===== src/rtl/tpr_pkg.sv =====
package tpr_pkg;
  typedef enum logic [2:0] {
    DRV_IDLE  = 3'd0,
    DRV_PUB   = 3'd1,
    DRV_SEC   = 3'd2,
    DRV_SET   = 3'd3,
    DRV_RESET = 3'd4
  } drv_e;

  typedef enum logic [1:0] {
    OP_READ   = 2'd0,
    OP_WRITE  = 2'd1,
    OP_VERIFY = 2'd2,
    OP_NONE   = 2'd3
  } op_e;

  typedef enum logic [2:0] {
    ST_IDLE,
    ST_PUB,
    ST_SEC,
    ST_WR,
    ST_DONE
  } st_e;
endpackage


===== src/rtl/tpr_key_vault.sv =====
module tpr_key_vault #(
  parameter int AW = 6,
  parameter int DW = 4
) (
  input  logic          clk_i,
  input  logic          rst_ni,
  input  logic          we_i,
  input  logic [AW-1:0] amp_i,
  input  logic [DW-1:0] dur_i,
  output logic          locked_o,
  output logic [AW-1:0] amp_o,
  output logic [DW-1:0] dur_o
);
  logic          locked_q;
  logic [AW-1:0] amp_q;
  logic [DW-1:0] dur_q;

  always_ff @(posedge clk_i or negedge rst_ni) begin
    if (!rst_ni) begin
      locked_q <= 1'b0;
      amp_q    <= '0;
      dur_q    <= '0;
    end else if (we_i && !locked_q) begin
      locked_q <= 1'b1;
      amp_q    <= amp_i;
      dur_q    <= dur_i;
    end
  end

  assign locked_o = locked_q;
  assign amp_o    = amp_q;
  assign dur_o    = dur_q;

  p_key_frozen_r6: assert property (@(posedge clk_i) disable iff (!rst_ni)
    locked_q |=> (locked_q && $stable(amp_q) && $stable(dur_q)));
endmodule


===== src/rtl/tpr_pulse_timer.sv =====
module tpr_pulse_timer #(
  parameter int CW = 5
) (
  input  logic          clk_i,
  input  logic          rst_ni,
  input  logic          load_i,
  input  logic [CW-1:0] load_val_i,
  output logic          expired_o
);
  logic [CW-1:0] cnt_q;

  always_ff @(posedge clk_i or negedge rst_ni) begin
    if (!rst_ni)            cnt_q <= '0;
    else if (load_i)        cnt_q <= load_val_i;
    else if (cnt_q != '0)   cnt_q <= cnt_q - 1'b1;
  end

  assign expired_o = (cnt_q == '0);

  p_count_step_r2: assert property (@(posedge clk_i) disable iff (!rst_ni)
    (!load_i && cnt_q != '0) |=> (cnt_q == $past(cnt_q) - 1'b1));
endmodule


===== src/rtl/tpr_tamper_judge.sv =====
module tpr_tamper_judge #(
  parameter int RW = 8
) (
  input  logic          clk_i,
  input  logic          rst_ni,
  input  logic          check_i,
  input  logic [RW-1:0] code_i,
  input  logic [RW-1:0] expect_i,
  input  logic [RW-1:0] tol_i,
  output logic          tamper_o
);
  logic [RW-1:0] diff;
  logic          tamper_q;

  always_comb begin
    if (code_i >= expect_i) diff = code_i - expect_i;
    else                    diff = expect_i - code_i;
  end

  always_ff @(posedge clk_i or negedge rst_ni) begin
    if (!rst_ni)                        tamper_q <= 1'b0;
    else if (check_i && (diff > tol_i)) tamper_q <= 1'b1;
  end

  assign tamper_o = tamper_q;

  p_tamper_sticky_r10: assert property (@(posedge clk_i) disable iff (!rst_ni)
    tamper_q |=> tamper_q);
  p_tamper_cause_r9: assert property (@(posedge clk_i) disable iff (!rst_ni)
    $rose(tamper_q) |-> $past(check_i));
endmodule


===== src/rtl/tamper_evident_read_ctrl.sv =====
module tamper_evident_read_ctrl
  import tpr_pkg::*;
#(
  parameter int ROW_W     = 4,
  parameter int COL_W     = 4,
  parameter int AW        = 6,
  parameter int DW        = 4,
  parameter int RW        = 8,
  parameter int PUB_AMP   = 12,
  parameter int PUB_DUR   = 3,
  parameter int WR_DUR    = 4,
  parameter int SET_AMP   = 40,
  parameter int RESET_AMP = 33
) (
  input  logic             clk_i,
  input  logic             rst_ni,
  input  logic             key_we_i,
  input  logic [AW-1:0]    key_amp_i,
  input  logic [DW-1:0]    key_dur_i,
  input  logic             cmd_valid_i,
  input  logic [1:0]       cmd_op_i,
  input  logic [ROW_W-1:0] cmd_row_i,
  input  logic [COL_W-1:0] cmd_col_i,
  input  logic             cmd_wbit_i,
  input  logic [RW-1:0]    cmd_expect_i,
  input  logic [RW-1:0]    cmd_tol_i,
  input  logic             sense_hi_i,
  input  logic [RW-1:0]    sense_code_i,
  output logic [2:0]       drv_kind_o,
  output logic [AW-1:0]    drv_amp_o,
  output logic [ROW_W-1:0] drv_row_o,
  output logic [COL_W-1:0] drv_col_o,
  output logic             busy_o,
  output logic             done_o,
  output logic             rdata_o,
  output logic             tamper_o
);
  localparam int PW = $clog2(PUB_DUR + 1);
  localparam int WW = $clog2(WR_DUR + 1);
  localparam int MW = (PW > WW) ? PW : WW;
  localparam int CW = ((MW > DW) ? MW : DW) + 1;

  st_e              state_q;
  op_e              op_q, cmd_op;
  logic [ROW_W-1:0] row_q;
  logic [COL_W-1:0] col_q;
  logic             wbit_q;
  logic [RW-1:0]    expect_q, tol_q, code_q;
  logic             rdata_q;

  logic             key_locked;
  logic [AW-1:0]    key_amp;
  logic [DW-1:0]    key_dur;
  logic             accept, t_load, t_expired;
  logic [CW-1:0]    t_val;

  assign cmd_op = op_e'(cmd_op_i);

  tpr_key_vault #(.AW(AW), .DW(DW)) u_vault (
    .clk_i    (clk_i),
    .rst_ni   (rst_ni),
    .we_i     (key_we_i),
    .amp_i    (key_amp_i),
    .dur_i    (key_dur_i),
    .locked_o (key_locked),
    .amp_o    (key_amp),
    .dur_o    (key_dur)
  );

  always_comb begin
    accept = 1'b0;
    if (state_q == ST_IDLE && cmd_valid_i) begin
      unique case (cmd_op)
        OP_WRITE:            accept = 1'b1;
        OP_READ, OP_VERIFY:  accept = key_locked;
        default:             accept = 1'b0;
      endcase
    end
  end

  // timer reload: at accept for the first phase, at end of public pulse for secret pulse
  always_comb begin
    t_load = 1'b0;
    t_val  = '0;
    if (accept) begin
      t_load = 1'b1;
      t_val  = (cmd_op == OP_WRITE) ? CW'(WR_DUR - 1) : CW'(PUB_DUR - 1);
    end else if (state_q == ST_PUB && t_expired) begin
      t_load = 1'b1;
      t_val  = {{(CW-DW){1'b0}}, key_dur};
    end
  end

  tpr_pulse_timer #(.CW(CW)) u_timer (
    .clk_i      (clk_i),
    .rst_ni     (rst_ni),
    .load_i     (t_load),
    .load_val_i (t_val),
    .expired_o  (t_expired)
  );

  always_ff @(posedge clk_i or negedge rst_ni) begin
    if (!rst_ni) begin
      state_q  <= ST_IDLE;
      op_q     <= OP_NONE;
      row_q    <= '0;
      col_q    <= '0;
      wbit_q   <= 1'b0;
      expect_q <= '0;
      tol_q    <= '0;
      code_q   <= '0;
      rdata_q  <= 1'b0;
    end else begin
      unique case (state_q)
        ST_IDLE: if (accept) begin
          op_q     <= cmd_op;
          row_q    <= cmd_row_i;
          col_q    <= cmd_col_i;
          wbit_q   <= cmd_wbit_i;
          expect_q <= cmd_expect_i;
          tol_q    <= cmd_tol_i;
          state_q  <= (cmd_op == OP_WRITE) ? ST_WR : ST_PUB;
        end
        ST_PUB: if (t_expired) begin
          rdata_q <= sense_hi_i;   // sampled before the secret pulse starts
          code_q  <= sense_code_i;
          state_q <= ST_SEC;
        end
        ST_SEC:  if (t_expired) state_q <= ST_DONE;
        ST_WR:   if (t_expired) state_q <= ST_DONE;
        ST_DONE: state_q <= ST_IDLE;
        default: state_q <= ST_IDLE;
      endcase
    end
  end

  tpr_tamper_judge #(.RW(RW)) u_judge (
    .clk_i    (clk_i),
    .rst_ni   (rst_ni),
    .check_i  (state_q == ST_DONE && op_q == OP_VERIFY),
    .code_i   (code_q),
    .expect_i (expect_q),
    .tol_i    (tol_q),
    .tamper_o (tamper_o)
  );

  always_comb begin
    drv_kind_o = DRV_IDLE;
    drv_amp_o  = '0;
    unique case (state_q)
      ST_PUB: begin
        drv_kind_o = DRV_PUB;
        drv_amp_o  = AW'(PUB_AMP);
      end
      ST_SEC: begin
        drv_kind_o = DRV_SEC;
        drv_amp_o  = key_amp;
      end
      ST_WR: begin
        drv_kind_o = wbit_q ? DRV_SET : DRV_RESET;
        drv_amp_o  = wbit_q ? AW'(SET_AMP) : AW'(RESET_AMP);
      end
      default: ;
    endcase
  end

  assign drv_row_o = row_q;
  assign drv_col_o = col_q;
  assign busy_o    = (state_q != ST_IDLE);
  assign done_o    = (state_q == ST_DONE);
  assign rdata_o   = rdata_q;

  p_sec_follows_pub_r2: assert property (@(posedge clk_i) disable iff (!rst_ni)
    (state_q == ST_PUB && t_expired) |=> (state_q == ST_SEC));
  p_done_single_r5: assert property (@(posedge clk_i) disable iff (!rst_ni)
    done_o |=> (!done_o && !busy_o));
  p_read_needs_key_r7: assert property (@(posedge clk_i) disable iff (!rst_ni)
    (state_q == ST_PUB) |-> key_locked);
  p_busy_holds_op_r8: assert property (@(posedge clk_i) disable iff (!rst_ni)
    (state_q != ST_IDLE) |=> (state_q == ST_IDLE || $stable(op_q)));
  p_target_hold_r11: assert property (@(posedge clk_i) disable iff (!rst_ni)
    (state_q != ST_IDLE) |=> (state_q == ST_IDLE || ($stable(row_q) && $stable(col_q))));
endmodule


===== config.mk =====
export PLATFORM = sky130hd
export DESIGN_NAME = tamper_evident_read_ctrl
export DESIGN_NICKNAME = d
export VERILOG_FILES = /design/src/rtl/tpr_pkg.sv /design/src/rtl/tpr_key_vault.sv /design/src/rtl/tpr_pulse_timer.sv /design/src/rtl/tpr_tamper_judge.sv /design/src/rtl/tamper_evident_read_ctrl.sv
export SDC_FILE = /design/constraint.sdc
export NUM_CORES = 1
export LEC_CHECK = 0
export BUFFER_PORTS_ARGS = -buffer_cell sky130_fd_sc_hd__clkbuf_2
export CORE_ASPECT_RATIO = 1.5
export CORE_MARGIN = 3
export CORE_UTILIZATION = 50
export DETAILED_ROUTE_END_ITERATION = 6
export PLACE_DENSITY = 0.75
export SYNTH_ARGS = -nofsm -noshare
export SYNTH_HDL_FRONTEND = slang
export SYNTH_SLANG_ARGS = --single-unit

===== constraint.sdc =====
create_clock -name clk_i -period 6.9 [get_ports clk_i]
set_clock_uncertainty 0.05 [all_clocks]
set_input_delay 2.07 -clock clk_i [delete_from_list [all_inputs] [get_ports clk_i]]
set_output_delay 2.07 -clock clk_i [all_outputs]
set_load 0.05 [all_outputs]

==> results.json <==
{
  "rsz0062_at_grt": "false",
  "drt-total-wl_mm": 6.12,
  "initialDrtViolationCount": 46,
  "postSynthCellCount": 294,
  "synth_ff_type": "dfrtp_1",
  "coreArea_um2": 5960,
  "grt_overflow": 0,
  "crit_type": "register to output port",
  "required_ns": 4.78,
  "die_area_um2": 7280,
  "track_usage_pct": 17.7,
  "max_freq_ghz": 0.263,
  "synth_nets": 370,
  "clock_latency_ns": 0.31,
  "synth_common_cells": "dfrtp_1 (54), mux2_2 (38), inv_1 (30), ha_1 (24), nand2_1 (24)",
  "tightest_slew_ns": 1.06,
  "clock-root-buffer": "clkbuf_8",
  "critPathLaunchType": "register",
  "seq_area_frac_synth_pct": 44.7,
  "drt_first_pass_iters": 4,
  "crit_path_end_kind": "output port",
  "numCtsBuffers": 5,
  "maxSlewViolCount": 0,
  "crit_buf_inv": 2,
  "wl_per_cell_um": 14.2,
  "grt_max_degree": 57,
  "h-tree-depth": 2,
  "status": "finished clean",
  "fillCellCount": 541,
  "antenna_left": 0,
  "synth-seq-cells": 56,
  "cts_tree": "done",
  "viasPerCell": 5.28,
  "syn_area_per_cell_um2": 10.7,
  "diodes": 0,
  "start_util_pct": 52.7,
  "cpLargestDelayFamily": "flip-flops",
  "dieWidth_um": 70.7,
  "fp-row-count": 34,
  "clockBufferDepth": 2,
  "nets": 434,
  "antenna_found_initial": 0,
  "clk_pin_slew_worst_paths_ns": 0.10,
  "synth_top_area_share_pct": 43.1,
  "yosys.area.top_type": "dfrtp_1",
  "path_max_fanout": 13,
  "period_share_pct": 55.1,
  "multi_input_area_um2": 1580,
  "cpPeakStageDelay_ns": 0.52,
  "numClockSinks": 56,
  "syn_area_um2": 3140,
  "hp-class": "register to register",
  "postCtsHoldBufs": 0,
  "setup_tns_ns": 0,
  "final-seq-area_um2": 1400,
  "synthArstFlopShare_pct": 100,
  "hpwl_mm": 4.75,
  "grt_pass1_vias": 2318,
  "place.gp.congestion": 0.862,
  "crit_path_cell_trace": "nor3_1 > inv_1 > clkbuf_2",
  "min_period_ns": 3.80,
  "post_cts_buffers": 0,
  "die_h_um": 103,
  "vias": 2275,
  "grt_pass1_wl_mm": 10.2,
  "ys_warn_count": 0,
  "cp_slowest_cell": "dfrtp_1",
  "synth_edf_count": 0,
  "max_slew_margin_pct": 29.3,
  "place.port_buffers": 70,
  "hold_viol": 0,
  "cp.arrival_ns": 1.68,
  "cts_resized": 0,
  "yosysUniqueCellTypes": 36,
  "setup_viol": 0,
  "pin_count": 71,
  "syn_to_final_growth_pct": 15.9,
  "maxCapViolations": 0,
  "drive_gt1_share_pct": 34.8,
  "drc": 0,
  "synth_most_common_cell": "dfrtp_1",
  "ys_top_cells_by_area": "dfrtp_1 (43%), mux2_2 (14%), ha_1 (9.6%)"
}
[worst reg2reg max path: stages, from the launching register on]
cell	delay (ns)
dfrtp_1	0.39
inv_1	0.08
ha_1	0.16
inv_1	0.05
fa_1	0.39
a21o_1	0.19
a21oi_1	0.15
o311a_1	0.44
mux2i_1	0.26
xor2_1	0.16
ha_1	0.27
a21o_1	0.16
a21o_1	0.16
a21oi_1	0.14
nor2_1	0.05
or3_1	0.35
[kinds of logic after synthesis]
group | count (synthesis) | share of synthesized area, %
and+or+nand+nor | 63 | 10.1
DFF | 56 | 44.7
AOI/OAI and AO/OA | 52 | 10.4
muxes | 45 | 16.0
buffers and inverters | 44 | 5.62
adders and majority gates | 26 | 10.8
xor gates and xnor gates | 8 | 2.23
[sequential cells by signal, indices dropped and copies added, names as in the netlist]
name / count
u_vault.dur_o: 4
state_q: 3
u_judge.tamper_o: 1
tol_q: 8
u_timer.cnt_q: 5
expect_q: 8
op_q: 2
u_vault.locked_o: 1
u_vault.amp_o: 6
drv_col_o: 4
wbit_q: 1
code_q: 8
rdata_o: 1
drv_row_o: 4
[metrics by stage]
stage / setup WS [ns] / utilization (%) / instance area (um^2) / hold slack, ns / std cells
5_1_grt: 2.94 / 61.1 / 3640 / 0.469 / 431
3_5_place_dp: 3.17 / 59.4 / 3540 / 0.433 / 423
4_1_cts: 3.07 / 61.1 / 3640 / 0.456 / 431
6_report: 3.10 / 61.1 / 3640 / 0.450 / 431
3_3_place_gp: 3.22 / 59.4 / 3540 / 0.408 / 423
2_1_floorplan: 2.94 / - / 3140 / 0.400 / 294
[placed cells by master, fill, tap and decap left out, drive strengths merged, types with 2 or more instances in the layout]
cell type / n
clkbuf: 76
mux2: 39
o2111ai: 2
dfstp: 2
dfrtp: 54
nor2: 13
nand3b: 3
nand2: 24
nor3b: 3
nand2b: 4
xnor2: 3
nor3: 3
fa: 2
or3: 2
a31oi: 3
nand4: 3
inv: 31
or2: 2
o21ai: 11
mux2i: 6
a21o: 9
xor2: 5
a211oi: 3
ha: 24
nor2b: 4
a32o: 2
a21oi: 18
[layer usage]
layer / global-route usage [%] / routed length (um) / share of wire, %
met4: 7.38 / 146 / 2.4
met1: 18.9 / 2340 / 38
met3: 3.80 / 236 / 3.9
met2: 33.5 / 3400 / 56
met5: 0 / 0 / 0
[worst paths after layout]
path,start,endpoint,slack (ns),cells past startpoint
max reg2reg,code_q[0],u_judge.tamper_o,3.32,15
min reg2reg,code_q[7],code_q[7],0.45,2
max in group asynchronous,rst_ni,drv_row_o[3],4.50,2
min in group asynchronous,rst_ni,drv_row_o[1],1.83,2
max,state_q[0],busy_o,3.10,3
min,code_q[7],code_q[7],0.45,2
[cell type report]
cell class	instances	share of cell area (%)
flip-flops and latches	56	38.6
repair buffers	71	9.84
clock inverters	2	0.379
inverters	30	3.10
clock buffers	6	2.27
well taps	72	2.48
multi-input cells	194	43.3
Power is not shown: default switching activity piles up to over one toggle a cycle in this logic, so the estimate is an artifact.
